$ cat config.mk
export PLATFORM = sky130hd
export DESIGN_NAME = sqp_ctrl
export DESIGN_NICKNAME = d
export VERILOG_FILES = /design/src/rtl/sqp_pkg.sv /design/src/rtl/sqp_spi_rx.sv /design/src/rtl/sqp_busy_timer.sv /design/src/rtl/sqp_ctrl.sv
export SDC_FILE = /design/constraint.sdc
export NUM_CORES = 1
export LEC_CHECK = 0
export ABC_AREA = 1
export BUFFER_PORTS_ARGS = -buffer_cell sky130_fd_sc_hd__buf_2
export CAP_MARGIN = 10
export CORE_ASPECT_RATIO = 1.25
export CORE_MARGIN = 2
export CORE_UTILIZATION = 61
export DETAILED_ROUTE_END_ITERATION = 16
export PLACE_DENSITY = 0.8
export SLEW_MARGIN = 20
export SYNTH_ARGS = -nofsm -noshare
export SYNTH_HDL_FRONTEND = slang
export SYNTH_SLANG_ARGS = --single-unit
$ cat constraint.sdc
create_clock -name clk -period 3.1 [get_ports clk]
set_input_delay 0.775 -clock clk [delete_from_list [all_inputs] [get_ports clk]]
set_output_delay 0.775 -clock clk [all_outputs]
set_load 0.1 [all_outputs]
$ cat src/rtl/sqp_pkg.sv
package sqp_pkg;

    typedef enum logic [2:0] {
        ST_IDLE,
        ST_OPCODE,
        ST_ADDR,
        ST_DATA,
        ST_STATUS,
        ST_SIMPLE,
        ST_IGNORE
    } frame_st_e;

    localparam logic [7:0] OPC_SEQ_A = 8'hAD;
    localparam logic [7:0] OPC_SEQ_B = 8'hAF;
    localparam logic [7:0] OPC_WREN  = 8'h06;
    localparam logic [7:0] OPC_WRDI  = 8'h04;
    localparam logic [7:0] OPC_RDSR  = 8'h05;

    localparam int STAT_BUSY = 0;
    localparam int STAT_WEL  = 1;
    localparam int STAT_ERR  = 5;

endpackage

$ cat src/rtl/sqp_spi_rx.sv
module sqp_spi_rx #(
    parameter int SYNC_N = 2
) (
    input  logic       clk,
    input  logic       rst_n,
    input  logic       sck,
    input  logic       cs_n,
    input  logic       si,
    output logic       sck_fall,
    output logic       cs_fall,
    output logic       cs_rise,
    output logic       byte_done,
    output logic [2:0] bit_mod,
    output logic [2:0] byte_cnt,
    output logic [7:0] rx_byte
);

    logic [SYNC_N-1:0] sck_p, cs_p, si_p;
    logic              sck_d, cs_d;
    logic              sck_s, cs_s, si_s, sck_rise;

    assign sck_s = sck_p[SYNC_N-1];
    assign cs_s  = cs_p[SYNC_N-1];
    assign si_s  = si_p[SYNC_N-1];

    always_ff @(posedge clk or negedge rst_n) begin
        if (!rst_n) begin
            sck_p <= '0;
            cs_p  <= '1;
            si_p  <= '0;
            sck_d <= 1'b0;
            cs_d  <= 1'b1;
        end else begin
            sck_p <= {sck_p[SYNC_N-2:0], sck};
            cs_p  <= {cs_p[SYNC_N-2:0], cs_n};
            si_p  <= {si_p[SYNC_N-2:0], si};
            sck_d <= sck_s;
            cs_d  <= cs_s;
        end
    end

    assign sck_rise = sck_s & ~sck_d & ~cs_s;
    assign sck_fall = ~sck_s & sck_d & ~cs_s;
    assign cs_fall  = ~cs_s & cs_d;
    assign cs_rise  = cs_s & ~cs_d;

    always_ff @(posedge clk or negedge rst_n) begin
        if (!rst_n) begin
            bit_mod   <= '0;
            byte_cnt  <= '0;
            byte_done <= 1'b0;
            rx_byte   <= '0;
        end else if (cs_fall) begin
            bit_mod   <= '0;
            byte_cnt  <= '0;
            byte_done <= 1'b0;
        end else if (sck_rise) begin
            rx_byte   <= {rx_byte[6:0], si_s};
            bit_mod   <= bit_mod + 3'd1;
            byte_done <= (bit_mod == 3'd7);
            if (bit_mod == 3'd7 && byte_cnt != '1)
                byte_cnt <= byte_cnt + 3'd1;
        end else begin
            byte_done <= 1'b0;
        end
    end

endmodule

$ cat src/rtl/sqp_busy_timer.sv
module sqp_busy_timer #(
    parameter int PROG_CYCLES = 64
) (
    input  logic clk,
    input  logic rst_n,
    input  logic start,
    output logic busy,
    output logic done
);

    localparam int CW = $clog2(PROG_CYCLES + 1);

    logic [CW-1:0] cnt_q;

    always_ff @(posedge clk or negedge rst_n) begin
        if (!rst_n)
            cnt_q <= '0;
        else if (start)
            cnt_q <= CW'(PROG_CYCLES);
        else if (cnt_q != '0)
            cnt_q <= cnt_q - CW'(1);
    end

    assign busy = (cnt_q != '0);
    assign done = (cnt_q == CW'(1));

endmodule

$ cat src/rtl/sqp_ctrl.sv
module sqp_ctrl
    import sqp_pkg::*;
#(
    parameter int ADDR_W      = 24,
    parameter int ARR_AW      = 19,
    parameter int SECT_AW     = 16,
    parameter int PROG_CYCLES = 64,
    parameter int SYNC_N      = 2
) (
    input  logic                              clk,
    input  logic                              rst_n,
    input  logic                              sck,
    input  logic                              cs_n,
    input  logic                              si,
    output logic                              so,
    input  logic [(1<<(ARR_AW-SECT_AW))-1:0]  sect_prot,
    output logic                              arr_req,
    output logic [ARR_AW-1:0]                 arr_addr,
    output logic [7:0]                        arr_data,
    input  logic                              arr_fail
);

    localparam int         ADDR_BYTES = ADDR_W / 8;
    localparam logic [2:0] ADDR_END   = 3'(1 + ADDR_BYTES);
    localparam logic [2:0] NEED_FIRST = 3'(2 + ADDR_BYTES);
    localparam logic [2:0] NEED_NEXT  = 3'd2;

    frame_st_e          st_q, st_d;
    logic               sck_fall, cs_fall, cs_rise, byte_done;
    logic [2:0]         bit_mod, byte_cnt;
    logic [7:0]         rx_byte;
    logic               busy, done;
    logic               wel_q, seq_q, err_q;
    logic [ARR_AW-1:0]  sa_q, na_q, pa, pa_nx;
    logic [7:0]         opc_q, dat_q, sh_q, stat;
    logic               frame_ok, start_prot, nx_prot, at_last, rx_seq, in_stat;

    sqp_spi_rx #(.SYNC_N(SYNC_N)) u_rx (
        .clk(clk), .rst_n(rst_n), .sck(sck), .cs_n(cs_n), .si(si),
        .sck_fall(sck_fall), .cs_fall(cs_fall), .cs_rise(cs_rise),
        .byte_done(byte_done), .bit_mod(bit_mod), .byte_cnt(byte_cnt),
        .rx_byte(rx_byte)
    );

    sqp_busy_timer #(.PROG_CYCLES(PROG_CYCLES)) u_tmr (
        .clk(clk), .rst_n(rst_n), .start(arr_req), .busy(busy), .done(done)
    );

    always_comb begin
        pa         = seq_q ? na_q : sa_q;
        pa_nx      = pa + 1'b1;
        at_last    = &pa;
        start_prot = sect_prot[sa_q[ARR_AW-1:SECT_AW]];
        nx_prot    = sect_prot[pa_nx[ARR_AW-1:SECT_AW]];
        frame_ok   = (bit_mod == 3'd0) && (byte_cnt >= (seq_q ? NEED_NEXT : NEED_FIRST));
        rx_seq     = (rx_byte == OPC_SEQ_A) || (rx_byte == OPC_SEQ_B);
        stat            = '0;
        stat[STAT_BUSY] = busy;
        stat[STAT_WEL]  = wel_q;
        stat[STAT_ERR]  = err_q;
    end

    assign in_stat = (st_q == ST_STATUS);
    assign so      = sh_q[7];

    // state register
    always_ff @(posedge clk or negedge rst_n) begin
        if (!rst_n) st_q <= ST_IDLE;
        else        st_q <= st_d;
    end

    // next-state logic
    always_comb begin
        st_d = st_q;
        unique case (st_q)
            ST_IDLE:   if (cs_fall) st_d = ST_OPCODE;
            ST_OPCODE: if (byte_done) begin
                if (rx_byte == OPC_RDSR)                           st_d = ST_STATUS;
                else if (busy)                                     st_d = ST_IGNORE;
                else if (rx_seq)                                   st_d = seq_q ? ST_DATA : (wel_q ? ST_ADDR : ST_IGNORE);
                else if (rx_byte == OPC_WREN || rx_byte == OPC_WRDI) st_d = ST_SIMPLE;
                else                                               st_d = ST_IGNORE;
            end
            ST_ADDR:   if (byte_done && byte_cnt == ADDR_END) st_d = ST_DATA;
            ST_DATA, ST_STATUS, ST_SIMPLE, ST_IGNORE: st_d = st_q;
            default:   st_d = ST_IDLE;
        endcase
        if (cs_rise) st_d = ST_IDLE;
    end

    // outputs and frame-end actions
    always_ff @(posedge clk or negedge rst_n) begin
        if (!rst_n) begin
            wel_q    <= 1'b0;
            seq_q    <= 1'b0;
            err_q    <= 1'b0;
            sa_q     <= '0;
            na_q     <= '0;
            opc_q    <= '0;
            dat_q    <= '0;
            sh_q     <= '0;
            arr_req  <= 1'b0;
            arr_addr <= '0;
            arr_data <= '0;
        end else begin
            arr_req <= 1'b0;
            if (done && arr_fail) err_q <= 1'b1;
            unique case (st_q)
                ST_OPCODE: if (byte_done) opc_q <= rx_byte;
                ST_ADDR: begin
                    if (byte_done) sa_q <= {sa_q[ARR_AW-9:0], rx_byte};
                    if (cs_rise)   wel_q <= 1'b0;
                end
                ST_DATA: begin
                    if (byte_done) dat_q <= rx_byte;
                    if (cs_rise) begin
                        if (!frame_ok) begin
                            wel_q <= 1'b0;
                            seq_q <= 1'b0;
                        end else if (!seq_q && start_prot) begin
                            wel_q <= 1'b0;
                        end else begin
                            arr_req  <= 1'b1;
                            arr_addr <= pa;
                            arr_data <= dat_q;
                            err_q    <= 1'b0;
                            if (at_last || nx_prot) begin
                                seq_q <= 1'b0;
                                wel_q <= 1'b0;
                            end else begin
                                seq_q <= 1'b1;
                                na_q  <= pa_nx;
                            end
                        end
                    end
                end
                ST_SIMPLE: if (cs_rise && bit_mod == 3'd0 && byte_cnt == 3'd1) begin
                    if (opc_q == OPC_WREN) begin
                        wel_q <= 1'b1;
                    end else begin
                        wel_q <= 1'b0;
                        seq_q <= 1'b0;
                    end
                end
                ST_STATUS: begin
                    if (cs_rise)       sh_q <= '0;
                    else if (sck_fall) sh_q <= (bit_mod == 3'd0) ? stat : {sh_q[6:0], 1'b0};
                end
                ST_IDLE, ST_IGNORE: ;
                default: ;
            endcase
        end
    end

endmodule

After elaboration in Yosys (flattened, before gate mapping):

Cells that the tools add are included.

* $add $sub $neg: 4
* magnitude comparators: 3
* equality and inequality tests: 27
* multiplexer cells: 53
* bitwise operators: 13
* reductions and logical operators: 33

Operators with widths (count)
* $mux 3: 15
* $eq 8x3->1 const B: 4
* $mux 1: 26
* $mux 8: 3
* $add 19x1->19 const B: 1
* $mux 19: 1
* $reduce_and 19->1: 1
* $eq 8x8->1 const B: 2
* $eq 3x3->1 const B: 5
* $reduce_and 5->1: 3
* $mux 7: 2
* $ne 3x3->1 const B: 4
* $pmux 3 s4: 1
* $reduce_and 2->1: 6
* $ne 2x2->1 const B: 5
* $reduce_bool 2->1: 5
* $lt 3x4->1 const B: 2
* $reduce_and 4->1: 2
* $eq 7x1->1 const B: 1
* $logic_and 1x1->1: 7
* $not 1->1: 7
* $reduce_bool 7->1: 1
* $sub 7x1->7 const B: 1
* $add 3x1->3 const B: 2
* other kinds (15): 26

* register bits: 126
* input port bits: 14
* logic and storage cells: 155

Logic depth before layout (Yosys ltp):

Gate-level depths: netlist of run 1.

* word-level depth: 10
* depth in mapped cells: 21
* depth with buffers taken out: 19

Modules after synthesis:

A second synthesis of run 1 with hierarchy kept.

* cells, all modules: 797
* area total of the unflattened synthesis: 6431.2 µm²

Modules (own cells, without submodules)
* sqp_ctrl: times used 1, cells each 652, area an instance 5019.8 µm², seq. area each 2402.3 µm²
* sqp_spi_rx: times used 1, cells each 92, area an instance 947.2 µm², seq. area each 579.3 µm²
* sqp_busy_timer: times used 1, cells each 53, area an instance 464.2 µm², seq. area each 175.2 µm²

Least setup slack after synthesis of run 1:

OpenSTA, ideal clock, no wires.

* path kind: flip-flop to flip-flop
* start: register seq_q
* end: register na_q[12]
* data arrival time: 2.520 ns
* required time: 2.982 ns
* path slack: 0.462 ns
* cell stages (with the launch flop): 21
* clock period less this slack: 2.638 ns
* path through: dfrtp_1 buf_6 buf_6 buf_2 nand2_1 o21ai_1 inv_1 ha_1 nand3_2 nor2_8 nand2_4 nor2_4 nand3_1 nand2_1 inv_2 nand3_2 nand4_2 buf_6 buf_8 nand2_1 nand2_1

* cells in the longest elaborated chain, start to end: 7
* elaborated cells between the ends (all ways): 14
* classes of those cells: add/sub (1); order compare (1); mux (4); bitwise (2); reduce/logical (6)

Ends and longest elaborated chain
* start: declaration: line sqp_ctrl.sv:33 `logic wel_q, seq_q, err_q;`
* start signal: assignment: line sqp_ctrl.sv:95 `seq_q <= 1'b0;`
* start signal: assignment: line sqp_ctrl.sv:119 `seq_q <= 1'b0;`
* start signal: assignment: line sqp_ctrl.sv:128 `seq_q <= 1'b0;`
* $mux 19 *: line sqp_ctrl.sv:50 `pa = seq_q ? na_q : sa_q;`
* named net pa[0]: line sqp_ctrl.sv:34 `logic [ARR_AW-1:0] sa_q, na_q, pa, pa_nx;`
* $add 19x1->19: line sqp_ctrl.sv:51 `pa_nx = pa + 1'b1;`
* $bmux 1 s3: line sqp_ctrl.sv:54 `nx_prot = sect_prot[pa_nx[ARR_AW-1:SECT_AW]];`
* $mux 1 (not written as such): line sqp_ctrl.sv:54
* $logic_or 1x1->1: line sqp_ctrl.sv:127 `if (at_last || nx_prot) begin`
* $not 1->1 (no source line)
* $reduce_and 5->1 (no source line)
* end signal: assignment: line sqp_ctrl.sv:132 `na_q <= pa_nx;`
* end: declaration: line sqp_ctrl.sv:34

Mark *: on every way through the listed nets, which the timed path passes. The rest lies on a longest branch. The select of a mux whose other input is x is not followed.
A chain may end at the register's enable or synchronous reset.

Final worst setup path of run 1:

* start: register seq_q
* end: register na_q[11]

Same word-level chain as after synthesis.

==> results.env, run 1 <==
WHS_PS=340.4
SYN_AREA_PER_CELL_UM2=8.095
WORST_SKEW_PAIR.LATE_LATENCY_PS=410
AVGVIACOUNTPERCELL=5.469
DIE_W_UM=95.35
UNREPAIRED_SETUP_ENDPOINTS_AFTER_GLOBAL_ROUTING='no'
WORSTREG2REGSTART='seq_q$_DFFE_PN0P_'
MAX_SLEW.WORST_PIN.SLEW_PS=596.1
YOSYS.CELL_TYPES.COUNT=41
GP_CONGESTION=0.9128
CP_SLOWEST_STAGE_DELAY_PS=470
OVERALL_VIA_COUNT_FROM_DETAIL_ROUTE=5343
FP.DIEAREA_UM2=11270
CTS.REPAIR_TIMING.SETUP_BUFFER_COUNT=0
NUM_ANTENNA_CELLS=0
DR.FIRST_ITER.DRC_COUNT=363
TRITONCTS_CLOCK_TREE='built'
ACHIEVABLE-FREQUENCY_MHz=347.4
GRT.TOTAL_USAGE_PCT=28.17
TIMING.CRITICAL_PATH.MODE_CELL='sky130_fd_sc_hd__nand2_1'
CTS_NUM_SINKS=126
GLOBALROUTEMET1UTIL_PCT=34.61
ROW_COUNT=41
SYNTHTOPCELLSBYAREA='sky130_fd_sc_hd__dfrtp_1 (48%), sky130_fd_sc_hd__nand2_1 (15%), sky130_fd_sc_hd__o21ai_0 (6.4%)'
ANTENNA_FOUND_INITIAL=0
YOSYSMOSTFREQUENTCELL='sky130_fd_sc_hd__nand2_1'
TIMING.CRITICAL_PATH.TO_TYPE='flip-flop'
ASYNC_FLOP_SHARE_PCT=100.0
CP_DATA_REQUIRED_TIME_PS=3410
FINAL_NETS=865
DETAIL-ROUTE-ANTENNA-NETS=0
TIMING.CLOCK.SKEW_PS=6.733
AREA_DELTA_SYNTH_FINAL_PCT=14.10
POSTSYNTHCELLCOUNT=786
SYNTH_TOP_CELL_BY_AREA='sky130_fd_sc_hd__dfrtp_1'
DETAIL_ROUTE.FIRST_PASS.ITERATIONS=5
WIRELENGTH_MM=14.61
FINALHOLDVIOLCOUNT=0
DRV_CAP=0
MAPPEDNETLISTNETS=816
START_UTIL_PCT=62.96
CP.BUFFERS_INVERTERS=4
SYNTH_WARNINGS=0
DIE-HEIGHT_UM=118.2
YOSYS_MOST_USED_DFF='sky130_fd_sc_hd__dfrtp_1'
LARGEST_NET_DEGREE_AT_THE_START_OF_GLOBAL_ROUTING=60
WORSTHOLDPATHTYPE='input pin to asynchronous set/reset pin'
DRC=0
FINALINSTANCEAREA_UM2=7259
CLKSLEWWORSTSETUPHOLDPATHS_PS=60
PLACEDINSTANCEAREA_UM2=6683
SYNTH_SEQ_CELLS=126
CTS_HTREE_LEVELS=4
FIRST_PASS_GRT_WIRE_LENGTH_MM=24.91
ROUTEDWLPERCELL_UM=14.96
GRT_UTIL_MET2_PCT=48.46
CRITICAL_PATH.MAX_FANOUT=23
SUMMED_INSTANCE_AREA_OF_THE_SYNTHESIZED_NETLIST_UM2=6362
POST-SYNTH-TOP-AREA-FRACTION_PCT=48.38
CRIT_START='seq_q$_DFFE_PN0P_'
REPORT.FINAL.SETUP_VIOL=0
GRT_MOST_USED_LAYER='met2'
FINAL_PERIOD_MINUS_WORST_SETUP_SLACK_PS=2879
DETAILEDPLACEMENTHPWL_MM=10.22
WORST-SETUP-PATH-TYPE='flip-flop to flip-flop'
CTS-RESIZED-GATES=0
PIN_COUNT=43
TNS_PS=0
TIMING.REG2REG.SETUP_SLACK_PS=220
POWER_DENSITY_nW_PER_UM2=611.9
CRITPATHLAUNCHTYPE='flip-flop'
TIMING.SLEW.HEADROOM_PCT=60.12
CP_SLOWEST_CELL='sky130_fd_sc_hd__dfrtp_2'
FINAL_LAYOUT_SIZE_SUFFIX_GT1_SHARE_PCT=14.50
YS_TOP_CELLS_BY_COUNT='sky130_fd_sc_hd__nand2_1 (249), sky130_fd_sc_hd__dfrtp_1 (123), sky130_fd_sc_hd__inv_1 (91)'
CP_CELL_SEQUENCE='inv_4, nand2_1, nand2_1, ha_1, nand3_2, nor2_8, nand2_4, nor2_4, nand2_1, nand2_1, nand2_1, inv_2, nand3_2, nand4_2, buf_4, nand2_1, nand2_1, inv_1'
CP_DATA_ARRIVAL_TIME_PS=3190
SYNTH_ENABLE_FLOP_CELLS=0
FIN_CRIT_SH_PCT=92.86
RUN_STATUS='completed'
REPORT.FINAL.SLEW_VIOL_COUNT=0
POWER_LEAKAGE_nW=3.652
CORE_AREA_UM2=10110
FIRST_GLOBAL_VIAS=5315
CLOCK_TREE.BUFFER_DEPTH=2
GRT.MET3_USAGE_PCT=5.481
POWER.IR.VDD_WORST_V=0.0004754
PLACE.PORT_BUFFERS=42
CTS_HOLD_BUFFERS=0
GLOBAL_ROUTE.OVERFLOW_TOTAL=0
ROOT_CELL_OF_THE_CLOCK_TREE='sky130_fd_sc_hd__clkbuf_16'
YS_SEQ_AREA_SHARE_PCT=49.62
CRITPATHTOPFAMILY='simple AND/OR/NAND/NOR gates'
CTS_MADE_BUFFERS=17
-- report_power, final --
group          internal, mW  total [mW]  switching, mW  leakage [nW]
combinational         0.202       0.623          0.421          1.70
clock                  1.14        1.91          0.771         0.279
sequential             1.80        1.91          0.114          1.68
-- routing by layer --
layer  routed length, µm  vias to the layer above
met5                   0                        -
met4                 444                        0
met3                 727                       40
met2                7541                      160
met1                5899                     2531
li1                    -                     2612
-- flip-flops by register name, summed over array words and instances (netlist names), 2 cells and up --
signal and flops:
arr_addr 19, sa_q 19, u_rx.cs_p 2, na_q 19, u_rx.byte_cnt 3, st_q 3, opc_q 8, u_rx.bit_mod 3
u_rx.rx_byte 8, sh_q 8, u_rx.sck_p 2, dat_q 8, arr_data 8, u_rx.si_p 2, u_tmr.cnt_q 7
-- per-stage QoR --
| step | setup WS (ps) | std cells | power, mW | util (%) |
|---|---|---|---|---|
| 5_1_grt | 4.771 | 977 | 4.653 | 71.83 |
| 3_5_place_dp | 264.3 | 945 | 2.551 | 66.13 |
| 6_report | 221.4 | 977 | 4.442 | 71.83 |
| 4_1_cts | 220.0 | 977 | 4.458 | 71.80 |
| 2_1_floorplan | 462.1 | 786 | 2.348 | - |
| 3_3_place_gp | 382.0 | 945 | 2.509 | 66.13 |
-- cell usage in the layout, fill, tap and decap left out, types with 8 or more instances in the layout --
master / instances
sky130_fd_sc_hd__buf_4: 11
sky130_fd_sc_hd__o21ai_2: 8
sky130_fd_sc_hd__clkbuf_16: 17
sky130_fd_sc_hd__dfrtp_1: 122
sky130_fd_sc_hd__o21ai_1: 10
sky130_fd_sc_hd__inv_1: 91
sky130_fd_sc_hd__nand2_1: 248
sky130_fd_sc_hd__nor2_1: 46
sky130_fd_sc_hd__nand3_1: 44
sky130_fd_sc_hd__nand2_2: 11
sky130_fd_sc_hd__a21oi_1: 15
sky130_fd_sc_hd__xor2_1: 13
sky130_fd_sc_hd__buf_2: 41
sky130_fd_sc_hd__ha_1: 16
sky130_fd_sc_hd__o21ai_0: 81
-- cell families after synthesis --
logic type | synth area share (%)
adder cells (fa/ha/maj) | 3.146
buffers and inverters | 7.925
AO/OA/AOI/OAI | 11.27
flip-flops | 49.62
AND/OR/NAND/NOR | 26.12
XOR/XNOR | 1.927
-- final cells by class --
type	instances	area, µm²
clock buffers	19	442.9
multi-input cells	543	2704
fillers	770	2846
repair buffers	53	307.8
well taps	129	161.4
flip-flops and latches	126	3158
inverters	94	355.3
clock inverters	13	130.1
-- worst paths after layout --
path,endpoint,depth (start not counted)
max,na_q[11]$_DFFE_PN0P_,18
min reg2reg,u_rx.sck_p[1]$_DFF_PN0_,0
min in group clk,u_rx.sck_p[1]$_DFF_PN0_,0
min,na_q[13]$_DFFE_PN0P_,1
max reg2reg,na_q[11]$_DFFE_PN0P_,18
max in group asynchronous,seq_q$_DFFE_PN0P_,2
Note: power is estimated with default switching activity, not from simulation.
==> run 2, diff against run 1 <==
--- a/config.mk
+++ b/config.mk
@@ -5,14 +5,13 @@
 export SDC_FILE = /design/constraint.sdc
 export NUM_CORES = 1
 export LEC_CHECK = 0
-export ABC_AREA = 1
 export BUFFER_PORTS_ARGS = -buffer_cell sky130_fd_sc_hd__buf_2
 export CAP_MARGIN = 10
 export CORE_ASPECT_RATIO = 1.25
 export CORE_MARGIN = 2
-export CORE_UTILIZATION = 61
+export CORE_UTILIZATION = 60
 export DETAILED_ROUTE_END_ITERATION = 16
-export PLACE_DENSITY = 0.8
+export PLACE_DENSITY = 0.79
 export SLEW_MARGIN = 20
 export SYNTH_ARGS = -nofsm -noshare
 export SYNTH_HDL_FRONTEND = slang
==> run 2 against run 1 <==
  * Sequential power is 8% lower
  * Power is 8.6% lower
  * Register-to-register slack worse by 340 ps
  * Critical path depth is 5 lower
  * Sequential share of layout area is 3.1 points lower
  * The flow now finishes with violations (setup timing)
  * Worst hold slack worse by 150 ps
  * Critical path type unchanged
  * Synthesized area is 3.8% lower
  * Count of clock-buffer cells in the layout is 1 higher
==> results.env, run 2 <==
ACHIEVABLE-FREQUENCY_MHz=310.9
DIE-HEIGHT_UM=116.9
AREA_DELTA_SYNTH_FINAL_PCT=27.54
POSTSYNTHCELLCOUNT=555
MAX_SLEW.WORST_PIN.SLEW_PS=818.6
DRV_CAP=0
WORST-SETUP-PATH-TYPE='flip-flop to flip-flop'
FINAL_NETS=691
CORE_AREA_UM2=10000
NUM_ANTENNA_CELLS=0
DETAILEDPLACEMENTHPWL_MM=9.577
CP_CELL_SEQUENCE='buf_6, buf_4, nand4b_1, a22oi_2, nand4_1, xnor2_2, buf_4, mux2i_4, nor4b_2, a221o_2, buf_6, a32oi_1, o21ai_1'
CP_SLOWEST_STAGE_DELAY_PS=400
ROOT_CELL_OF_THE_CLOCK_TREE='sky130_fd_sc_hd__clkbuf_16'
DIE_W_UM=94.33
FINALCOREUTILIZATION_PCT=78.02
TIMING.SLEW.HEADROOM_PCT=45.32
POWER.IR.VDD_WORST_V=0.0004876
RUN_STATUS='complete, but fails checks'
FIN_CRIT_SH_PCT=103.8
SYNTH_ENABLE_FLOP_CELLS=0
POWER_LEAKAGE_nW=3.874
YOSYS_MOST_USED_DFF='sky130_fd_sc_hd__dfrtp_1'
CP_DATA_REQUIRED_TIME_PS=3400
CTS_MADE_BUFFERS=17
TIMING.REG2REG.SETUP_SLACK_PS=-120
MAPPEDNETLISTNETS=585
SYNTH_SEQ_CELLS=126
YOSYSMOSTFREQUENTCELL='sky130_fd_sc_hd__dfrtp_1'
FINALHOLDVIOLCOUNT=0
GP_CONGESTION=0.9395
FIRST_GLOBAL_VIAS=4875
SYNTHTOPCELLSBYAREA='sky130_fd_sc_hd__dfrtp_1 (50%), sky130_fd_sc_hd__mux2_2 (11%), sky130_fd_sc_hd__mux2i_1 (4.4%)'
DRC=0
DR.FIRST_ITER.DRC_COUNT=297
ASYNC_FLOP_SHARE_PCT=100.0
POWER_DENSITY_nW_PER_UM2=520.1
COMMONEST_NON_FILL_NON_TAP_CELL_IN_THE_LAYOUT='sky130_fd_sc_hd__dfrtp_1'
WORST_SKEW_PAIR.LATE_LATENCY_PS=420
GLOBAL_ROUTE.OVERFLOW_TOTAL=0
CP_SLOWEST_CELL='sky130_fd_sc_hd__dfrtp_1'
UNREPAIRED_SETUP_ENDPOINTS_AFTER_GLOBAL_ROUTING='yes'
CLKSLEWWORSTSETUPHOLDPATHS_PS=60
WORSTHOLDPATHTYPE='input pin to asynchronous set/reset pin'
PLACE.PORT_BUFFERS=42
ANTENNA_FOUND_INITIAL=0
PIN_COUNT=43
YS_TOP_CELLS_BY_COUNT='sky130_fd_sc_hd__dfrtp_1 (123), sky130_fd_sc_hd__nand2_1 (72), sky130_fd_sc_hd__mux2_2 (59)'
ROW_COUNT=41
FINAL_PERIOD_MINUS_WORST_SETUP_SLACK_PS=3217
POST-SYNTH-TOP-AREA-FRACTION_PCT=50.30
OVERALL_VIA_COUNT_FROM_DETAIL_ROUTE=4804
TIMING.CRITICAL_PATH.TO_TYPE='flip-flop'
DETAIL-ROUTE-ANTENNA-NETS=0
FINAL_LAYOUT_SIZE_SUFFIX_GT1_SHARE_PCT=36.35
SYN_AREA_PER_CELL_UM2=11.03
CTS_HTREE_LEVELS=4
VIOLATIONS_IN_THE_FINAL_REPORTS='setup timing'
DETAIL_ROUTE.FIRST_PASS.ITERATIONS=5
CLOCK_TREE.BUFFER_DEPTH=2
REPORT.FINAL.SLEW_VIOL_COUNT=0
PLACEDINSTANCEAREA_UM2=6938
CRITICAL_PATH.MAX_FANOUT=7
REPORT.FINAL.SETUP_VIOL=10
AVGVIACOUNTPERCELL=5.983
ROUTEDWLPERCELL_UM=18.49
SYNTH_TOP_CELL_BY_AREA='sky130_fd_sc_hd__dfrtp_1'
TRITONCTS_CLOCK_TREE='built'
WIRELENGTH_MM=14.85
TOP_REGS='arr_addr: 19 flops, na_q: 19 flops, sa_q: 19 flops'
MOST-COMMON-LAYOUT-CELLS='sky130_fd_sc_hd__dfrtp_1 (123), sky130_fd_sc_hd__nand2_1 (69), sky130_fd_sc_hd__buf_4 (61)'
LARGEST_NET_DEGREE_AT_THE_START_OF_GLOBAL_ROUTING=84
CTS_NUM_SINKS=126
CRITPATHTOPFAMILY='compound AO/OA/AOI/OAI gates'
YS_SEQ_AREA_SHARE_PCT=51.58
CP.BUFFERS_INVERTERS=4
FINALINSTANCEAREA_UM2=7805
SETUP_WS_PS=-116.9
CRITPATHLAUNCHTYPE='flip-flop'
SUMMED_INSTANCE_AREA_OF_THE_SYNTHESIZED_NETLIST_UM2=6120
WHS_PS=190.6
FIRST_PASS_GRT_WIRE_LENGTH_MM=23.18
REPORT.POWER.TOTAL_mW=4.060
CP_DATA_ARRIVAL_TIME_PS=3520
START_UTIL_PCT=61.18
TIMING.CLOCK.SKEW_PS=7.263
GRT.TOTAL_USAGE_PCT=27.60
YOSYS.CELL_TYPES.COUNT=60
FP.DIEAREA_UM2=11030
SYNTH_WARNINGS=0
run 2: cell types whose count changed in the layout (fill, tap and decap cells not counted), moves of 8 or more:
cell,change
sky130_fd_sc_hd__nand2_1,-179
sky130_fd_sc_hd__nand2_2,-9
sky130_fd_sc_hd__nor2b_1,+8
sky130_fd_sc_hd__xnor2_1,+13
sky130_fd_sc_hd__buf_4,+50
sky130_fd_sc_hd__nand3_1,-31
sky130_fd_sc_hd__inv_1,-74
sky130_fd_sc_hd__mux2i_1,+21
sky130_fd_sc_hd__nor2_1,-21
sky130_fd_sc_hd__mux2_2,+56
sky130_fd_sc_hd__o21ai_0,-47
run 2: timing repair:
action	CTS	global route
endpoints found under the setup margin	15	21
gates cloned	0	2
buffers inserted	7	1
resized for setup	17	22
pin swaps	14	14
hold buffers	0	0
run 2: cell families (layout without fill, tap and decap cells):
logic type	after synthesis	after routing	synth area share [%]
AO/OA/AOI/OAI	96	96	9.466
adder cells (fa/ha/maj)	16	16	3.271
XOR/XNOR	22	22	3.271
flip-flops	126	126	51.58
multiplexers	89	89	16.25
AND/OR/NAND/NOR	165	166	13.25
buffers and inverters	41	159	2.903
run 2: worst paths after layout:
check | from | to | cells past startpoint
worst max register to register | seq_q$_DFFE_PN0P_ | na_q[11]$_DFFE_PN0P_ | 13
worst min register to register | u_rx.si_p[0]$_DFF_PN0_ | u_rx.si_p[1]$_DFF_PN0_ | 0
min in group clk | u_rx.si_p[0]$_DFF_PN0_ | u_rx.si_p[1]$_DFF_PN0_ | 0
max in group asynchronous | rst_n | opc_q[3]$_DFFE_PN0P_ | 2
worst min-delay path | rst_n | sa_q[15]$_DFFE_PN0P_ | 1
worst max-delay path | seq_q$_DFFE_PN0P_ | na_q[11]$_DFFE_PN0P_ | 13
run 2: final cells by class:
type,instances,area (µm²)
Fill cell,630,2198
Clock buffer,20,446.7
Tap cell,129,161.4
Timing Repair Buffer,110,793.3
Clock inverter,12,183.9
Inverter,17,63.81
Sequential cell,126,3157
Multi-Input combinational cell,389,2999
run 2: layer usage:
layer	vias up	share of wire (%)	routed length (µm)	track usage [%]
met4	0	3.9	586	14.01
met3	53	4.6	686	6.338
met1	2393	39	5802	31.84
met5	-	0	0	0
li1	2187	-	-	-
met2	171	52	7770	48.24
run 2: power by group:
part	switching (mW)	total, mW	internal (mW)
clock	0.747	2.12	1.37
combinational	0.101	0.180	0.0789
sequential	0.0675	1.76	1.69
run 2: worst reg2reg max path, stage by stage, from the launching register on:
cell and delay (ps):
sky130_fd_sc_hd__dfrtp_1 400, sky130_fd_sc_hd__buf_6 150, sky130_fd_sc_hd__buf_4 160, sky130_fd_sc_hd__nand4b_1 250
sky130_fd_sc_hd__a22oi_2 240, sky130_fd_sc_hd__nand4_1 240, sky130_fd_sc_hd__xnor2_2 310, sky130_fd_sc_hd__buf_4 180
sky130_fd_sc_hd__mux2i_4 250, sky130_fd_sc_hd__nor4b_2 80, sky130_fd_sc_hd__a221o_2 400, sky130_fd_sc_hd__buf_6 170
sky130_fd_sc_hd__a32oi_1 180, sky130_fd_sc_hd__o21ai_1 90
run 2: stage by stage:
step                setup WS (ps)  TNS, ps  cells
CTS                        -103.8   -561.0    800
detailed placement         -200.3    -1560    761
global route               -243.3    -2779    803
floorplan                  -29.59   -146.2    555
finish                     -116.9   -806.3    803
global placement           -167.0   -994.2    761
==> run 3, diff against run 2 <==
--- a/config.mk
+++ b/config.mk
@@ -9,9 +9,8 @@
 export CAP_MARGIN = 10
 export CORE_ASPECT_RATIO = 1.25
 export CORE_MARGIN = 2
-export CORE_UTILIZATION = 60
+export CORE_UTILIZATION = 25
 export DETAILED_ROUTE_END_ITERATION = 16
-export PLACE_DENSITY = 0.79
 export SLEW_MARGIN = 20
 export SYNTH_ARGS = -nofsm -noshare
 export SYNTH_HDL_FRONTEND = slang
==> constraint.sdc (replaced) <==
create_clock -name clk -period 3.1 [get_ports clk]
set_input_delay 0.775 -clock clk [delete_from_list [all_inputs] [get_ports clk]]
set_output_delay 0.775 -clock clk [all_outputs]
set_load 0.05 [all_outputs]
==> run 3 against run 2 <==
  * The run still ends with setup timing left
  * Non-clock buffer count up 13
  * Power decreased by 1.5%
  * Worst hold slack better by 140 ps
  * Sequential power hardly changed
  * Critical path depth shrank 2
  * Wire length rose by 1.8%
  * Maximum frequency rose by 0.47%
  * Setup slack gained 15 ps
  * Die area grew 130%
  * Critical path type unchanged
==> results.env, run 3 (same netlist as run 2, synthesis figures left out) <==
PIN_COUNT=43
NUM_ANTENNA_CELLS=0
AVGVIACOUNTPERCELL=4.559
DR.FIRST_ITER.DRC_COUNT=249
REPORT.FINAL.SLEW_VIOL_COUNT=0
FIRST_GLOBAL_VIAS=4748
REPORT.FINAL.SETUP_VIOL=10
CLKSLEWWORSTSETUPHOLDPATHS_PS=60
MOST-COMMON-LAYOUT-CELLS='sky130_fd_sc_hd__dfrtp_1 (122), sky130_fd_sc_hd__buf_4 (72), sky130_fd_sc_hd__nand2_1 (60)'
WORSTHOLDPATHTYPE='input pin to asynchronous set/reset pin'
WHS_PS=331.7
CRITICAL_PATH.MAX_FANOUT=6
GP_CONGESTION=0.8184
FIRST_PASS_GRT_WIRE_LENGTH_MM=24.61
POST-PLACE-WS_PS=-178.5
POWER_DENSITY_nW_PER_UM2=492.2
FINAL_NETS=704
CTS_NUM_SINKS=126
WORST_R2R_PATH_DEPTH=11
STDCELL_COUNT=1017
UNREPAIRED_SETUP_ENDPOINTS_AFTER_GLOBAL_ROUTING='yes'
ROOT_CELL_OF_THE_CLOCK_TREE='sky130_fd_sc_hd__clkbuf_16'
POWER.IR.VDD_WORST_V=0.0003363
PLACEDINSTANCEAREA_UM2=7192
AREA_DELTA_SYNTH_FINAL_PCT=32.75
DRC=0
FINAL_PERIOD_MINUS_WORST_SETUP_SLACK_PS=3202
WORSTREG2REGSTART='seq_q$_DFFE_PN0P_'
WORST_R2R_END='na_q[11]$_DFFE_PN0P_'
POWER_LEAKAGE_nW=3.913
COMMONEST_NON_FILL_NON_TAP_CELL_IN_THE_LAYOUT='sky130_fd_sc_hd__dfrtp_1'
ACHIEVABLE-FREQUENCY_MHz=312.3
CTS_HTREE_LEVELS=4
TIMING.SLEW.HEADROOM_PCT=57.87
PLACE.PORT_BUFFERS=42
GLOBAL_ROUTE.OVERFLOW_TOTAL=0
ROUTEDWLPERCELL_UM=14.86
DETAILEDPLACEMENTHPWL_MM=10.38
DETAIL-ROUTE-ANTENNA-NETS=0
DIE_W_UM=143.9
TRITONCTS_CLOCK_TREE='built'
FIN_CRIT_SH_PCT=103.3
CRITPATHLAUNCHTYPE='flip-flop'
CTS_MADE_BUFFERS=17
GRT.TOTAL_USAGE_PCT=12.22
FINALHOLDVIOLCOUNT=0
ROW_COUNT=64
CORE_AREA_UM2=24260
CLOCK_TREE.BUFFER_DEPTH=2
TIMING.REG2REG.SETUP_SLACK_PS=-100
TIMING.CLOCK.SKEW_PS=8.914
OVERALL_VIA_COUNT_FROM_DETAIL_ROUTE=4636
CP_DATA_REQUIRED_TIME_PS=3400
FINALINSTANCEAREA_UM2=8124
CP_DATA_ARRIVAL_TIME_PS=3500
START_UTIL_PCT=25.22
WORST_SKEW_PAIR.LATE_LATENCY_PS=420
ANTENNA_FOUND_INITIAL=0
SETUP_WS_PS=-101.9
WORST-SETUP-PATH-TYPE='flip-flop to flip-flop'
DETAIL_ROUTE.FIRST_PASS.ITERATIONS=4
FINAL_LAYOUT_SIZE_SUFFIX_GT1_SHARE_PCT=38.72
CTS_HOLD_BUFFERS=0
NUMBER_OF_PLACED_CELLS_COUNTING_WELL_TAPS=965
DIE-HEIGHT_UM=178.9
TNS_PS=-793.6
TIMING.CRITICAL_PATH.TO_TYPE='flip-flop'
WIRELENGTH_MM=15.11
TOP_REGS='arr_addr: 19 flops, na_q: 19 flops, sa_q: 19 flops'
DRV_CAP=0
RUN_STATUS='complete, but fails checks'
MAX_SLEW.WORST_PIN.SLEW_PS=632.0
VIOLATIONS_IN_THE_FINAL_REPORTS='setup timing'
FP.DIEAREA_UM2=25750
LARGEST_NET_DEGREE_AT_THE_START_OF_GLOBAL_ROUTING=64
## run 3: final cells by class
class                           count  area (µm²)
Tap cell                          330       412.9
Sequential cell                   126        3158
Fill cell                        2455       16140
Multi-Input combinational cell    389        2999
Clock buffer                       19       452.9
Inverter                           17       63.81
Clock inverter                     13       162.7
Timing Repair Buffer              123       874.6
## run 3: through the flow
stage	power, mW	utilization, %
detailed placement	1.970	29.64
CTS	4.051	32.72
global placement	1.966	29.64
floorplan	1.862	-
global route	4.163	33.48
finish	3.999	33.48
## run 3: power breakdown
group / total (mW) / switching, mW / internal (mW)
sequential: 1.76 / 0.0707 / 1.69
combinational: 0.175 / 0.0974 / 0.0781
clock: 2.06 / 0.754 / 1.31
## run 3: routing by layer
layer	wire, µm	GRT usage, %	vias to the layer above
met5	0	0	-
met4	516	5.719	0
met3	567	3.045	27
met2	7357	19.70	87
met1	6666	15.35	2305
li1	-	-	2217
## run 3: critical path, stage by stage (launching register included)
cell and delay, ps:
sky130_fd_sc_hd__dfrtp_2 470, sky130_fd_sc_hd__buf_6 160, sky130_fd_sc_hd__nand4b_1 200, sky130_fd_sc_hd__a221oi_2 360, sky130_fd_sc_hd__nand2_2 150, sky130_fd_sc_hd__nor4_4 370
sky130_fd_sc_hd__xnor2_2 180, sky130_fd_sc_hd__mux2_4 330, sky130_fd_sc_hd__a221o_2 440, sky130_fd_sc_hd__buf_6 170, sky130_fd_sc_hd__a32oi_1 180, sky130_fd_sc_hd__o21ai_1 80
## run 3: repair_timing
action	4_1_cts	5_1_grt
setup buffers	15	1
gates cloned	1	3
setup endpoints to repair	10	21
gates resized for setup	7	53
pin swaps	9	24
## run 3: worst max path at each step
stage	startpoint	end	cells past startpoint
global placement	sect_prot[7]	na_q[11]$_DFFE_PN0P_	11
finish	seq_q$_DFFE_PN0P_	na_q[11]$_DFFE_PN0P_	11
floorplan	seq_q$_DFFE_PN0P_	na_q[5]$_DFFE_PN0P_	14
CTS	seq_q$_DFFE_PN0P_	na_q[11]$_DFFE_PN0P_	12
detailed placement	sect_prot[7]	na_q[11]$_DFFE_PN0P_	11
global route	seq_q$_DFFE_PN0P_	na_q[9]$_DFFE_PN0P_	11
